## src/rtl/fsd_pkg.sv

```systemverilog
package fsd_pkg;
  typedef enum logic [1:0] {
    MODE_A        = 2'd0,
    MODE_B        = 2'd1,
    MODE_A_THEN_B = 2'd2,
    MODE_EITHER   = 2'd3
  } fsd_mode_e;

  localparam int unsigned NUM_CORR = 2;
endpackage

```

## src/rtl/fsd_delay_line.sv

```systemverilog
module fsd_delay_line #(
  parameter int unsigned CHIPS = 16,
  parameter int unsigned CNT_W = $clog2(CHIPS + 1)
) (
  input  logic             clk_i,
  input  logic             rst_ni,
  input  logic             clr_i,
  input  logic             adv_i,
  input  logic             chip_i,
  output logic [CHIPS-1:0] win_o,
  output logic [CNT_W-1:0] fill_o
);
  localparam logic [CNT_W-1:0] FULL = CNT_W'(CHIPS);

  logic [CHIPS-1:0] hist_q;
  logic [CNT_W-1:0] fill_q;

  // window as it stands after the chip being accepted now
  assign win_o  = adv_i ? {hist_q[CHIPS-2:0], chip_i} : hist_q;
  assign fill_o = (adv_i && fill_q != FULL) ? fill_q + 1'b1 : fill_q;

  always_ff @(posedge clk_i or negedge rst_ni) begin
    if (!rst_ni) begin
      hist_q <= '0;
      fill_q <= '0;
    end else if (clr_i) begin
      hist_q <= '0;
      fill_q <= '0;
    end else if (adv_i) begin
      hist_q <= win_o;
      fill_q <= fill_o;
    end
  end
endmodule

```

## src/rtl/fsd_correlator.sv

```systemverilog
module fsd_correlator #(
  parameter int unsigned CHIPS = 16,
  parameter int unsigned LEN_W = $clog2(CHIPS),
  parameter int unsigned CNT_W = $clog2(CHIPS + 1)
) (
  input  logic [CHIPS-1:0] win_i,
  input  logic [CNT_W-1:0] fill_i,
  input  logic [LEN_W-1:0] len_i,
  input  logic [CHIPS-1:0] pat_i,
  output logic             hit_o
);
  logic [CHIPS-1:0] mask;
  logic [CHIPS-1:0] diff;
  logic             filled;

  for (genvar k = 0; k < CHIPS; k++) begin : g_mask
    assign mask[k] = (LEN_W'(k) <= len_i);
  end

  assign diff   = (win_i ^ pat_i) & mask;
  assign filled = fill_i > CNT_W'(len_i);
  assign hit_o  = filled && (diff == '0);
endmodule

```

## src/rtl/fsd_sync_ctrl.sv

```systemverilog
module fsd_sync_ctrl
  import fsd_pkg::*;
#(
  parameter int unsigned CHIPS = 16,
  parameter int unsigned LEN_W = $clog2(CHIPS),
  parameter int unsigned GAP_W = 4
) (
  input  logic             clk_i,
  input  logic             rst_ni,
  input  logic             clr_i,
  input  logic             adv_i,
  input  logic             hit_a_i,
  input  logic             hit_b_i,
  input  fsd_mode_e        mode_i,
  input  logic [LEN_W-1:0] len_b_i,
  input  logic [GAP_W-1:0] gap_i,
  output logic             match_a_o,
  output logic             match_b_o,
  output logic             fsync_o
);
  localparam int unsigned AH    = CHIPS + (1 << GAP_W);
  localparam int unsigned IDX_W = $clog2(AH);

  // a_hist_q[k]: A matched k+1 chips before the chip now arriving
  logic [AH-1:0]    a_hist_q;
  logic [IDX_W-1:0] tap;
  logic             a_prior;
  logic             cand;
  logic             fire;
  logic             done_q;
  logic             match_a_q, match_b_q, fsync_q;

  assign tap     = IDX_W'(len_b_i) + IDX_W'(gap_i);
  assign a_prior = a_hist_q[tap];

  always_comb begin
    unique case (mode_i)
      MODE_A:        cand = hit_a_i;
      MODE_B:        cand = hit_b_i;
      MODE_A_THEN_B: cand = hit_b_i && a_prior;
      MODE_EITHER:   cand = hit_a_i || hit_b_i;
      default:       cand = 1'b0;
    endcase
  end

  assign fire = adv_i && cand && !done_q;

  always_ff @(posedge clk_i or negedge rst_ni) begin
    if (!rst_ni) begin
      a_hist_q  <= '0;
      done_q    <= 1'b0;
      match_a_q <= 1'b0;
      match_b_q <= 1'b0;
      fsync_q   <= 1'b0;
    end else if (clr_i) begin
      a_hist_q  <= '0;
      done_q    <= 1'b0;
      match_a_q <= 1'b0;
      match_b_q <= 1'b0;
      fsync_q   <= 1'b0;
    end else begin
      fsync_q <= fire;
      if (fire) done_q <= 1'b1;
      if (adv_i) begin
        a_hist_q  <= {a_hist_q[AH-2:0], hit_a_i};
        match_a_q <= hit_a_i;
        match_b_q <= hit_b_i;
      end
    end
  end

  assign match_a_o = match_a_q;
  assign match_b_o = match_b_q;
  assign fsync_o   = fsync_q;
endmodule

```

## src/rtl/fsync_detector.sv

```systemverilog
module fsync_detector
  import fsd_pkg::*;
#(
  parameter int unsigned CHIPS = 16,
  parameter int unsigned GAP_W = 4,
  parameter int unsigned LEN_W = $clog2(CHIPS),
  parameter int unsigned HALF  = CHIPS / 2
) (
  input  logic             clk_i,
  input  logic             rst_ni,
  input  logic             chip_i,
  input  logic             chip_en_i,
  input  logic             restart_i,
  input  logic [LEN_W-1:0] len_a_i,
  input  logic [LEN_W-1:0] len_b_i,
  input  logic [HALF-1:0]  pat_a_hi_i,
  input  logic [HALF-1:0]  pat_a_lo_i,
  input  logic [HALF-1:0]  pat_b_hi_i,
  input  logic [HALF-1:0]  pat_b_lo_i,
  input  logic [1:0]       mode_i,
  input  logic [GAP_W-1:0] gap_i,
  output logic             match_a_o,
  output logic             match_b_o,
  output logic             fsync_o
);
  localparam int unsigned CNT_W = $clog2(CHIPS + 1);

  logic                              adv;
  logic [CHIPS-1:0]                  win;
  logic [CNT_W-1:0]                  fill;
  logic [NUM_CORR-1:0][CHIPS-1:0]    pat;
  logic [NUM_CORR-1:0][LEN_W-1:0]    len;
  logic [NUM_CORR-1:0]               hit;

  assign adv    = chip_en_i && !restart_i;
  assign pat[0] = {pat_a_hi_i, pat_a_lo_i};
  assign pat[1] = {pat_b_hi_i, pat_b_lo_i};
  assign len[0] = len_a_i;
  assign len[1] = len_b_i;

  fsd_delay_line #(.CHIPS(CHIPS), .CNT_W(CNT_W)) u_dline (
    .clk_i  (clk_i),
    .rst_ni (rst_ni),
    .clr_i  (restart_i),
    .adv_i  (adv),
    .chip_i (chip_i),
    .win_o  (win),
    .fill_o (fill)
  );

  for (genvar g = 0; g < NUM_CORR; g++) begin : g_corr
    fsd_correlator #(.CHIPS(CHIPS), .LEN_W(LEN_W), .CNT_W(CNT_W)) u_corr (
      .win_i  (win),
      .fill_i (fill),
      .len_i  (len[g]),
      .pat_i  (pat[g]),
      .hit_o  (hit[g])
    );
  end

  fsd_sync_ctrl #(.CHIPS(CHIPS), .LEN_W(LEN_W), .GAP_W(GAP_W)) u_ctrl (
    .clk_i     (clk_i),
    .rst_ni    (rst_ni),
    .clr_i     (restart_i),
    .adv_i     (adv),
    .hit_a_i   (hit[0]),
    .hit_b_i   (hit[1]),
    .mode_i    (fsd_mode_e'(mode_i)),
    .len_b_i   (len_b_i),
    .gap_i     (gap_i),
    .match_a_o (match_a_o),
    .match_b_o (match_b_o),
    .fsync_o   (fsync_o)
  );
endmodule

```

## config.mk

```make
export PLATFORM = sky130hd
export DESIGN_NAME = fsync_detector
export DESIGN_NICKNAME = d
export VERILOG_FILES = /design/src/rtl/fsd_pkg.sv /design/src/rtl/fsd_delay_line.sv /design/src/rtl/fsd_correlator.sv /design/src/rtl/fsd_sync_ctrl.sv /design/src/rtl/fsync_detector.sv
export SDC_FILE = /design/constraint.sdc
export NUM_CORES = 1
export LEC_CHECK = 0
export BUFFER_PORTS_ARGS = -buffer_cell sky130_fd_sc_hd__buf_4
export CAP_MARGIN = 15
export CORE_ASPECT_RATIO = 0.5
export CORE_MARGIN = 5
export CORE_UTILIZATION = 52
export CTS_CLUSTER_DIAMETER = 50
export DETAILED_ROUTE_END_ITERATION = 7
export PLACE_DENSITY_LB_ADDON = 0.15
export SLEW_MARGIN = 20
export SYNTH_ARGS = -nofsm -noshare
export SYNTH_HDL_FRONTEND = slang
export SYNTH_SLANG_ARGS = --single-unit
export TNS_END_PERCENT = 20
```

## constraint.sdc

```tcl
create_clock -name clk_i -period 2.4 [get_ports clk_i]
set_clock_uncertainty 0.05 [all_clocks]
set_input_delay 0.12 -clock clk_i [delete_from_list [all_inputs] [get_ports clk_i]]
set_output_delay 0.12 -clock clk_i [all_outputs]
set_load 0.02 [all_outputs]
```

==> impl_metrics.toml, run 1 <==
[final_layout]
final_layout_size_suffix_gt1_frac = 0.297
diodes = 0
layout.nets = 499
n_fill_cell = 536
area_delta_synth_final_pct = 24.9
fin_cells = 526

[synth]
syn_area_um2 = 3720
synth_most_common_cell = "mux2i_1"
synth_edf_count = 0
synth_ff_type = "dfrtp_1"
yosysWarnings = 0
synth.avg_cell_area_um2 = 10.3
synth.distinct_cells = 48
ys_seq_elements = 56
synth.area.top_cells = "dfrtp_1, mux2i_1, xnor2_1"
synth_cells = 360
ys_async_sr_fraction = 1.00
synth_nets = 426
post-synth-top-area-fraction = 0.377
yosys.area.top_type = "dfrtp_1"
synth_common_cells = "mux2i_1, nor2_1, dfrtp_1, xnor2_1"
seq_area_frac_synth = 0.377

[global_route]
grt_pass1_wl_um = 14900
grt_max_degree = 57
first_global_vias = 3149
gr-total-overflow = 0
antenna_found_initial = 0
grt_use_total = 0.206

[power]
power_frac_clock = 0.360
powerDensity_nw_per_um2 = 457
comb_power_share = 0.192
sequentialPowerShare = 0.448
power_switching_mw = 0.581
ir_drop_uv = 317
p_sw_frac = 0.274
power.leakage_nw = 2.26
p_int_mw = 1.54

[die]
dieWidth_um = 130
core_um2 = 6810
dieArea_um2 = 9050
die_h_um = 69.8
io_pins = 54
rows = 21
initial_core_util = 0.547

[sta]
finalSetupViolCount = 4
hold_slack_ns = 0.0502
rsz0062_at_grt = "true"
finalHoldViolCount = 0
period_minus_slack_ns = 2.87
post-route-period-util = 1.20
tightest_slew_ns = 0.705
setup_tns_ns = -1.34
max_slew_margin = 0.530
slew_viol_final = 0
clock.fmax_mhz = 348
fin_ws_ns = -0.475

[cts]
clk_latency_ns = 0.30
clock_path_buffers = 2
cts_tree = "built"
cts.reportedPaths.clkPinSlew_ns = 0.08
root_buffer = "clkbuf_16"
htreeDepth = 2
cts_sinks = 56
cts_buffers = 5

[worst_setup_path]
r2r_setup_slack_ns = -0.47
crit_required_ns = 2.57
r2r-end = "u_ctrl.fsync_o$_DFF_PN0_"
path_delay_family = "compound AO/OA/AOI/OAI gates"
reg2reg_from = "u_dline.fill_q[1]$_DFFE_PN0P_"
cp-end-kind = "flip-flop"
cp_slowest_cell = "dfrtp_1"
cp.arrival_ns = 3.05
cp_num_buf_inv = 2
rr_worst_depth = 13
cp_max_fo = 3
crit_chain = "buf_4, buf_4, ha_1, nand2_2, xnor2_2, ha_1, nand2_1, o21ai_2, a21oi_2, a311o_1, nor4_4, nand3_1, a31oi_1"
cp-start-kind = "flip-flop"
cp_slowest_stage_delay_ns = 0.40
path_class = "flip-flop to flip-flop"

[drt]
wire_per_inst_um = 17.3
detail-route-antenna-nets = 0
drt_pass1_iterations = 6
via_per_inst = 5.63
dr_total_vias = 2961
drc = 0
drt_iter0_markers = 146
drt-total-wl_um = 9100

[run_status]
violations = "setup timing"
outcome = "finished, violations left"

[worst_hold_path]
hold_path.class = "primary input to flip-flop"
holdPathEnd = "u_dline.hist_q[0]$_DFFE_PN0P_"
min-delay-start = "chip_i"
whs_path_depth = 3

[place]
placedCellCount = 515
globalplace.congestion = 0.833
hpwl_um = 6870
numPortBuffers = 53

[flow_run]
drv_cap = 0
## cell families (layout without fill, tap and decap cells)
family                     after synthesis  in the layout  synth area share
DFF                                     56             56             0.377
muxes                                   74             74             0.234
AOI/OAI and AO/OA                       47             47            0.0864
xor gates and xnor gates                39             39            0.0918
adders and majority gates               15             15            0.0525
buffers and inverters                   34            108            0.0370
and+or+nand+nor                         95             95             0.121
## power groups by stage
| stage | Combinational, mW | Clock, mW | Sequential (mW) |
|---|---|---|---|
| 2_1_floorplan | 0.226 | 0 | 0.970 |
| 3_3_place_gp | 0.380 | 0 | 0.969 |
| 3_5_place_dp | 0.394 | 0 | 0.969 |
| 4_1_cts | 0.400 | 0.785 | 0.950 |
| 5_1_grt | 0.442 | 0.819 | 0.951 |
| 6_report | 0.408 | 0.766 | 0.951 |
## per-layer routing
| metal | vias up | global-route usage | wire (um) |
|---|---|---|---|
| met3 | 19 | 0.0523 | 512 |
| met4 | 0 | 0.0680 | 183 |
| met1 | 1447 | 0.257 | 3910 |
| met2 | 77 | 0.348 | 4500 |
| li1 | 1418 | - | - |
| met5 | - | 0 | 0 |
## sequential cells by signal, summed over array words and instances (netlist names)
register and flops:
u_ctrl.a_hist_q 32, u_dline.hist_q 16, u_dline.fill_q 5, u_ctrl.done_q 1
u_ctrl.fsync_o 1, u_ctrl.match_b_o 1
## area by class of cell
type,instances,area (um2),area share
clock buffer,5,125,0.0269
clock inverter,3,25.0,0.00538
inverter,10,37.5,0.00808
multi-input combinational,270,2260,0.486
sequential,56,1400,0.301
tap,92,115,0.0248
timing repair buffer,90,686,0.148
## worst reg2reg max path: stages, from the launching register on
cell     delay [ns]
dfrtp_1        0.40
buf_4          0.14
buf_4          0.13
ha_1           0.20
nand2_2        0.08
xnor2_2        0.09
ha_1           0.32
nand2_1        0.07
o21ai_2        0.12
a21oi_2        0.07
a311o_1        0.36
nor4_4         0.37
nand3_1        0.19
a31oi_1        0.21
## stage by stage
stage	setup WS [ns]	utilization	area, um2	power [mW]
after floorplan	-0.123	-	3760	1.20
after global placement	-0.320	0.648	4410	1.35
after detailed placement	-0.406	0.648	4410	1.36
after CTS	-0.379	0.675	4600	2.13
after global routing	-0.585	0.683	4650	2.21
final	-0.475	0.683	4650	2.12
## how the worst max path moves through the flow
stage | slack [ns] | start | endpoint | cells after the start
floorplan | -0.12 | len_b_i[0] | u_ctrl.done_q$_DFFE_PN0P_ | 8
global placement | -0.32 | len_b_i[0] | u_ctrl.done_q$_DFFE_PN0P_ | 8
detailed placement | -0.41 | u_dline.fill_q[0]$_DFFE_PN0P_ | u_ctrl.fsync_o$_DFF_PN0_ | 13
CTS | -0.38 | u_dline.fill_q[1]$_DFFE_PN0P_ | u_ctrl.fsync_o$_DFF_PN0_ | 15
global route | -0.58 | u_dline.fill_q[1]$_DFFE_PN0P_ | u_ctrl.fsync_o$_DFF_PN0_ | 15
finish | -0.47 | u_dline.fill_q[1]$_DFFE_PN0P_ | u_ctrl.fsync_o$_DFF_PN0_ | 13
## what timing repair did
action,in CTS,in global routing
setup endpoints to repair,4,4
buffers inserted,1,1
pin swaps,1,8
hold buffers,1,0
resized for setup,4,13
endpoints found under the hold margin,56,0
## cell usage in the layout (no fill, tap or decap), types with 2 or more instances in the layout
master | Yosys | routed
o41ai_1 | 3 | 3
buf_6 | 1 | 2
xnor2_2 | 0 | 3
mux4_2 | 10 | 10
nand3_1 | 6 | 6
nor3_1 | 4 | 4
a21oi_1 | 15 | 13
nand2b_1 | 4 | 4
xnor2_1 | 26 | 23
a21o_1 | 4 | 4
o221ai_1 | 2 | 2
o31ai_1 | 2 | 2
clkbuf_16 | 0 | 5
ha_1 | 14 | 11
mux2_2 | 2 | 2
a22oi_1 | 2 | 2
mux2i_1 | 61 | 61
dfrtp_1 | 56 | 56
o2111ai_1 | 2 | 2
or2_2 | 2 | 2
inv_1 | 10 | 8
xor2_1 | 13 | 13
nand4_1 | 4 | 4
a21oi_2 | 0 | 2
buf_4 | 0 | 87
ha_2 | 0 | 2
nor3b_1 | 2 | 2
a31oi_1 | 4 | 3
inv_2 | 0 | 2
nor2_1 | 57 | 56
nor2b_1 | 5 | 5
nand2_1 | 6 | 5
inv_6 | 0 | 2
Note: power is estimated with default switching activity, not from simulation.
==> run 2: changes to the inputs <==
- SKIP_LAST_GASP: unset -> 1
- TNS_END_PERCENT: 20 -> 100
==> run 2 against run 1 <==
The flow still finishes with violations (setup timing). Global-route usage grew 1.9 points. Largest power group unchanged. Worst setup slack gained 0.10 ns. Largest cell class unchanged. Die area is the same. Via count grew 1.7%. Count of clock-buffer cells in the layout is the same. Routed wire length grew 3.4%. Sequential share of layout area shrank 0.23 points. Total power shrank 0.17%. Sequential power is essentially flat. Hold slack gained 0.0058 ns. Sequential cell count is the same.
==> impl_metrics.toml, run 2 (synthesized netlist as in run 1, its figures left out) <==
[run_status]
outcome = "finished, violations left"
violations = "setup timing"

[worst_setup_path]
crit_chain = "inv_2, ha_4, a31oi_4, nand2_2, xnor2_4, ha_4, nand2_2, o21ai_2, a21oi_2, a311o_1, nor4_4, nand3_2, a31oi_1"
crit_cells = 13
cp_num_buf_inv = 1
cp_slowest_stage_delay_ns = 0.38
crit_required_ns = 2.57
r2r_setup_slack_ns = -0.37
cp-end-kind = "flip-flop"
cp_slowest_cell = "dfrtp_1"
reg2reg_from = "u_dline.fill_q[1]$_DFFE_PN0P_"
cp-start-kind = "flip-flop"
cp_max_fo = 4
rr_worst_depth = 13
path_delay_family = "compound AO/OA/AOI/OAI gates"
r2r-end = "u_ctrl.fsync_o$_DFF_PN0_"
path_class = "flip-flop to flip-flop"
cp.arrival_ns = 2.95

[worst_hold_path]
hold_path.class = "primary input to flip-flop"
whs_path_depth = 3
holdPathEnd = "u_dline.hist_q[0]$_DFFE_PN0P_"
min-delay-start = "chip_i"

[die]
initial_core_util = 0.547
dieArea_um2 = 9050
rows = 21
core_um2 = 6810
die_h_um = 69.8
dieWidth_um = 130
io_pins = 54

[cts]
clk_latency_ns = 0.30
htreeDepth = 2
cts_buffers = 5
cts.reportedPaths.clkPinSlew_ns = 0.07
root_buffer = "clkbuf_16"
cts_sinks = 56
cts_tree = "built"
clock_path_buffers = 2

[drt]
wl_met2_um = 4610
detail-route-antenna-nets = 0
drt_pass1_iterations = 5
dr_total_vias = 3012
wl_met1_um = 4000
drt-total-wl_um = 9410
wl_met3_um = 573
via_per_inst = 5.75
drt_iter0_markers = 194
drc = 0
wire_per_inst_um = 18.0
top_layer = "met4"

[global_route]
grt_pass1_wl_um = 16100
gr-total-overflow = 0
first_global_vias = 3287
grt_use_total = 0.225
grt_max_degree = 57
antenna_found_initial = 0

[final_layout]
top_register = "u_ctrl.a_hist_q"
multi_input_area_um2 = 2310
diodes = 0
layout_commonest_cell = "buf_4"
layout.nets = 497
layout_common_cells = "buf_4, mux2i_1, nor2_1, dfrtp_1, xnor2_1"
n_fill_cell = 518
final_layout_size_suffix_gt1_frac = 0.303
regArea_um2 = 1400
largest_registers = "u_ctrl.a_hist_q x32, u_dline.hist_q x16, u_dline.fill_q x5"
utilization = 0.688
area_delta_synth_final_pct = 25.9
largest_register_ffs = 32

[sta]
slew_viol_final = 0
hold_slack_ns = 0.0560
post-route-period-util = 1.16
setup_tns_ns = -1.20
finalSetupViolCount = 4
finalHoldViolCount = 0
rsz0062_at_grt = "true"
max_slew_margin = 0.519
tightest_slew_ns = 0.721
period_minus_slack_ns = 2.77
fin_ws_ns = -0.374
clock.fmax_mhz = 360

[power]
power.leakage_nw = 2.24
powerDensity_nw_per_um2 = 453
ir_drop_uv = 309

[place]
hpwl_um = 6890
numPortBuffers = 53
preCtsSetupSlack_ns = -0.424
globalplace.congestion = 0.865

[flow_run]
drv_cap = 0
[run 2: timing repair]
item | in CTS | in global routing
buffers inserted | 3 | 2
endpoints found under the setup margin | 4 | 4
gates resized for setup | 9 | 10
hold buffers | 1 | 0
pin swaps | 1 | 5
hold endpoints to repair | 56 | 0
[run 2: through the flow]
stage | power [mW] | instance area [um2] | cells
2_1_floorplan | 1.20 | 3790 | 360
3_3_place_gp | 1.35 | 4410 | 513
3_5_place_dp | 1.36 | 4410 | 513
4_1_cts | 2.13 | 4640 | 524
5_1_grt | 2.22 | 4680 | 524
6_report | 2.12 | 4680 | 524
[run 2: power breakdown]
group	total, mW	leakage, nW	internal, mW	switching [mW]
registers	0.951	0.781	0.947	0.00436
logic	0.414	1.39	0.201	0.214
clock network	0.755	0.0708	0.395	0.360
total	2.12	2.24	1.54	0.578
[run 2: how the worst max path moves through the flow]
stage / from / to / slack, ns
after floorplan: len_b_i[0] / u_ctrl.done_q$_DFFE_PN0P_ / -0.11
final: u_dline.fill_q[1]$_DFFE_PN0P_ / u_ctrl.fsync_o$_DFF_PN0_ / -0.37
after global placement: len_b_i[0] / u_ctrl.done_q$_DFFE_PN0P_ / -0.30
after global routing: u_dline.fill_q[1]$_DFFE_PN0P_ / u_ctrl.fsync_o$_DFF_PN0_ / -0.52
after CTS: u_dline.fill_q[0]$_DFFE_PN0P_ / u_ctrl.fsync_o$_DFF_PN0_ / -0.32
after detailed placement: len_b_i[0] / u_ctrl.done_q$_DFFE_PN0P_ / -0.42
[run 2: per-layer routing]
layer,global-route usage,up-vias
met5,0,-
met4,0.0772,0
met3,0.0423,24
met2,0.381,90
met1,0.287,1479
li1,-,1419
[run 2: worst register-to-register path, delay by kind of cell (launching register included)]
kind | cells | cell delay, ns
AOI/OAI and AO/OA | 5 | 0.95
xor gates and xnor gates | 1 | 0.18
adders and majority gates | 2 | 0.45
buffers and inverters | 1 | 0.07
DFF | 1 | 0.38
and+or+nand+nor | 4 | 0.61
[run 2: final cells by class]
cell class | count | area share
Multi-Input combinational cell | 270 | 0.494
Sequential cell | 56 | 0.299
Timing Repair Buffer | 88 | 0.142
Clock buffer | 5 | 0.0267
Tap cell | 92 | 0.0246
Inverter | 10 | 0.00801
Clock inverter | 3 | 0.00534
==> run 3: changes to the inputs <==
- REMOVE_ABC_BUFFERS: unset -> 1
==> run 3 against run 2 <==
The run still ends with setup timing left. Worst setup slack got worse by 0.19 ns. Via count increased by 2.8%. Core utilization increased by 2.0 points. Critical path depth increased by 1. Global-route usage decreased by 0.45 points. Hold slack improved by 0.0048 ns. Sequential share of layout area decreased by 0.86 points. Clock power decreased by 2%. Combinational power increased by 5.8%. First-iteration DRC count increased by 2.1%. Largest power group unchanged.
==> impl_metrics.toml, run 3 (synthesized netlist as in run 1, its figures left out) <==
[die]
core_um2 = 6810
die_h_um = 69.8
dieArea_um2 = 9050
rows = 21
dieWidth_um = 130
io_pins = 54
initial_core_util = 0.547

[final_layout]
top_register = "u_ctrl.a_hist_q"
largest_registers = "u_ctrl.a_hist_q x32, u_dline.hist_q x16, u_dline.fill_q x5"
layout.nets = 510
diodes = 0
n_fill_cell = 515
final_layout_size_suffix_gt1_frac = 0.326
area_delta_synth_final_pct = 29.6
largest_register_ffs = 32
layout_common_cells = "buf_4, mux2i_1, nor2_1, dfrtp_1, xnor2_1"
layout_commonest_cell = "buf_4"

[worst_setup_path]
crit_required_ns = 2.57
r2r-end = "u_ctrl.fsync_o$_DFF_PN0_"
r2r_setup_slack_ns = -0.56
cp-start-kind = "flip-flop"
path_class = "flip-flop to flip-flop"
cp.arrival_ns = 3.14
cp-end-kind = "flip-flop"
cp_max_fo = 4
rr_worst_depth = 14
reg2reg_from = "u_dline.fill_q[1]$_DFFE_PN0P_"

[global_route]
grt_use_total = 0.220
gr-total-overflow = 0
grt_max_degree = 57
grt_pass1_wl_um = 15800
antenna_found_initial = 0
first_global_vias = 3162

[cts]
clock_path_buffers = 2
cts.reportedPaths.clkPinSlew_ns = 0.07
cts_tree = "built"
cts_sinks = 56
cts_buffers = 5
clk_latency_ns = 0.30
root_buffer = "clkbuf_16"
htreeDepth = 2

[sta]
post-route-period-util = 1.24
period_minus_slack_ns = 2.96
hold_slack_ns = 0.0608
finalSetupViolCount = 4
rsz0062_at_grt = "true"
tightest_slew_ns = 0.726
fin_ws_ns = -0.565
setup_tns_ns = -1.82
finalHoldViolCount = 0
slew_viol_final = 0
clock.fmax_mhz = 337
max_slew_margin = 0.516

[drt]
drt-total-wl_um = 10200
dr_total_vias = 3095
drt_iter0_markers = 198
drc = 0
drt_pass1_iterations = 4
via_per_inst = 5.76
detail-route-antenna-nets = 0
wire_per_inst_um = 19.0

[place]
globalplace.congestion = 0.978
numPortBuffers = 53
hpwl_um = 7310

[worst_hold_path]
hold_path.class = "primary input to flip-flop"
min-delay-start = "chip_i"
whs_path_depth = 3
holdPathEnd = "u_dline.hist_q[0]$_DFFE_PN0P_"

[power]
ir_drop_uv = 299
p_sw_frac = 0.271
powerDensity_nw_per_um2 = 442
power_switching_mw = 0.577
power.leakage_nw = 2.33
sequentialPowerShare = 0.447
comb_power_share = 0.206
power_frac_clock = 0.348
p_int_mw = 1.55

[flow_run]
drv_cap = 0

[run_status]
outcome = "finished, violations left"
violations = "setup timing"
==> run 3: changes by cell type in the layout (fill, tap and decap cells not counted), sizes merged <==
cell | before | now
buf | 87 | 100
inv | 12 | 10
clkbuf | 5 | 6
clkinv | 0 | 1
==> run 3: per-stage QoR <==
stage	setup WS [ns]	instance area, um2	util	cells	power, mW
3_5_place_dp	-0.565	4420	0.650	518	1.37
5_1_grt	-0.678	4820	0.709	537	2.22
6_report	-0.565	4820	0.709	537	2.13
2_1_floorplan	-0.273	3620	-	336	1.14
3_3_place_gp	-0.331	4420	0.650	518	1.35
4_1_cts	-0.350	4640	0.682	529	2.12
==> run 3: power groups by stage <==
| stage | clock (mW) | sequential [mW] | combinational [mW] |
|---|---|---|---|
| after global placement | 0 | 0.969 | 0.385 |
| after detailed placement | 0 | 0.970 | 0.400 |
| after CTS | 0.762 | 0.951 | 0.412 |
| after global routing | 0.796 | 0.952 | 0.474 |
| final | 0.741 | 0.952 | 0.438 |
| after floorplan | 0 | 0.970 | 0.172 |
==> run 3: worst max-delay path, cell delays in order (launching register included) <==
cell       delay [ns]
dfrtp_1          0.38
inv_2            0.07
ha_4             0.16
a31oi_4          0.26
nand2_4          0.12
xnor2_4          0.22
ha_1             0.29
and4_1           0.19
a21oi_2          0.13
a2bb2oi_1        0.20
o221ai_1         0.17
a211oi_2         0.17
buf_4            0.16
nand3_2          0.10
a31oi_2          0.22
==> run 3: what timing repair did <==
action / 4_1_cts / 5_1_grt
pin swaps: 10 / 16
resized for setup: 10 / 21
hold buffers: 1 / 0
setup endpoints to repair: 4 / 4
setup buffers: 2 / 8
endpoints found under the hold margin: 56 / 0
==> run 3: cell type report <==
type / count / area [um2] / area share
Multi-Input combinational cell: 270 / 2340 / 0.486
Clock buffer: 6 / 129 / 0.0267
Clock inverter: 2 / 16.3 / 0.00337
Tap cell: 92 / 115 / 0.0239
Inverter: 10 / 37.5 / 0.00778
Timing Repair Buffer: 101 / 781 / 0.162
Sequential cell: 56 / 1400 / 0.291
==> run 3: layer usage <==
metal	wire length, um	track usage
met1	4260	0.287
met2	5010	0.368
met3	670	0.0515
met4	242	0.0588
met5	0	0
==> run 3: worst max-delay path by stage <==
stage                                             start                        to  slack [ns]  cells after the start
final                     u_dline.fill_q[1]$_DFFE_PN0P_  u_ctrl.fsync_o$_DFF_PN0_       -0.56                     14
after detailed placement  u_dline.fill_q[0]$_DFFE_PN0P_  u_ctrl.fsync_o$_DFF_PN0_       -0.56                     14
after global routing      u_dline.fill_q[0]$_DFFE_PN0P_  u_ctrl.fsync_o$_DFF_PN0_       -0.68                     14
after floorplan           u_dline.fill_q[0]$_DFFE_PN0P_  u_ctrl.fsync_o$_DFF_PN0_       -0.27                     13
after global placement    u_dline.fill_q[0]$_DFFE_PN0P_  u_ctrl.fsync_o$_DFF_PN0_       -0.33                     13
after CTS                 u_dline.fill_q[1]$_DFFE_PN0P_  u_ctrl.fsync_o$_DFF_PN0_       -0.35                     14
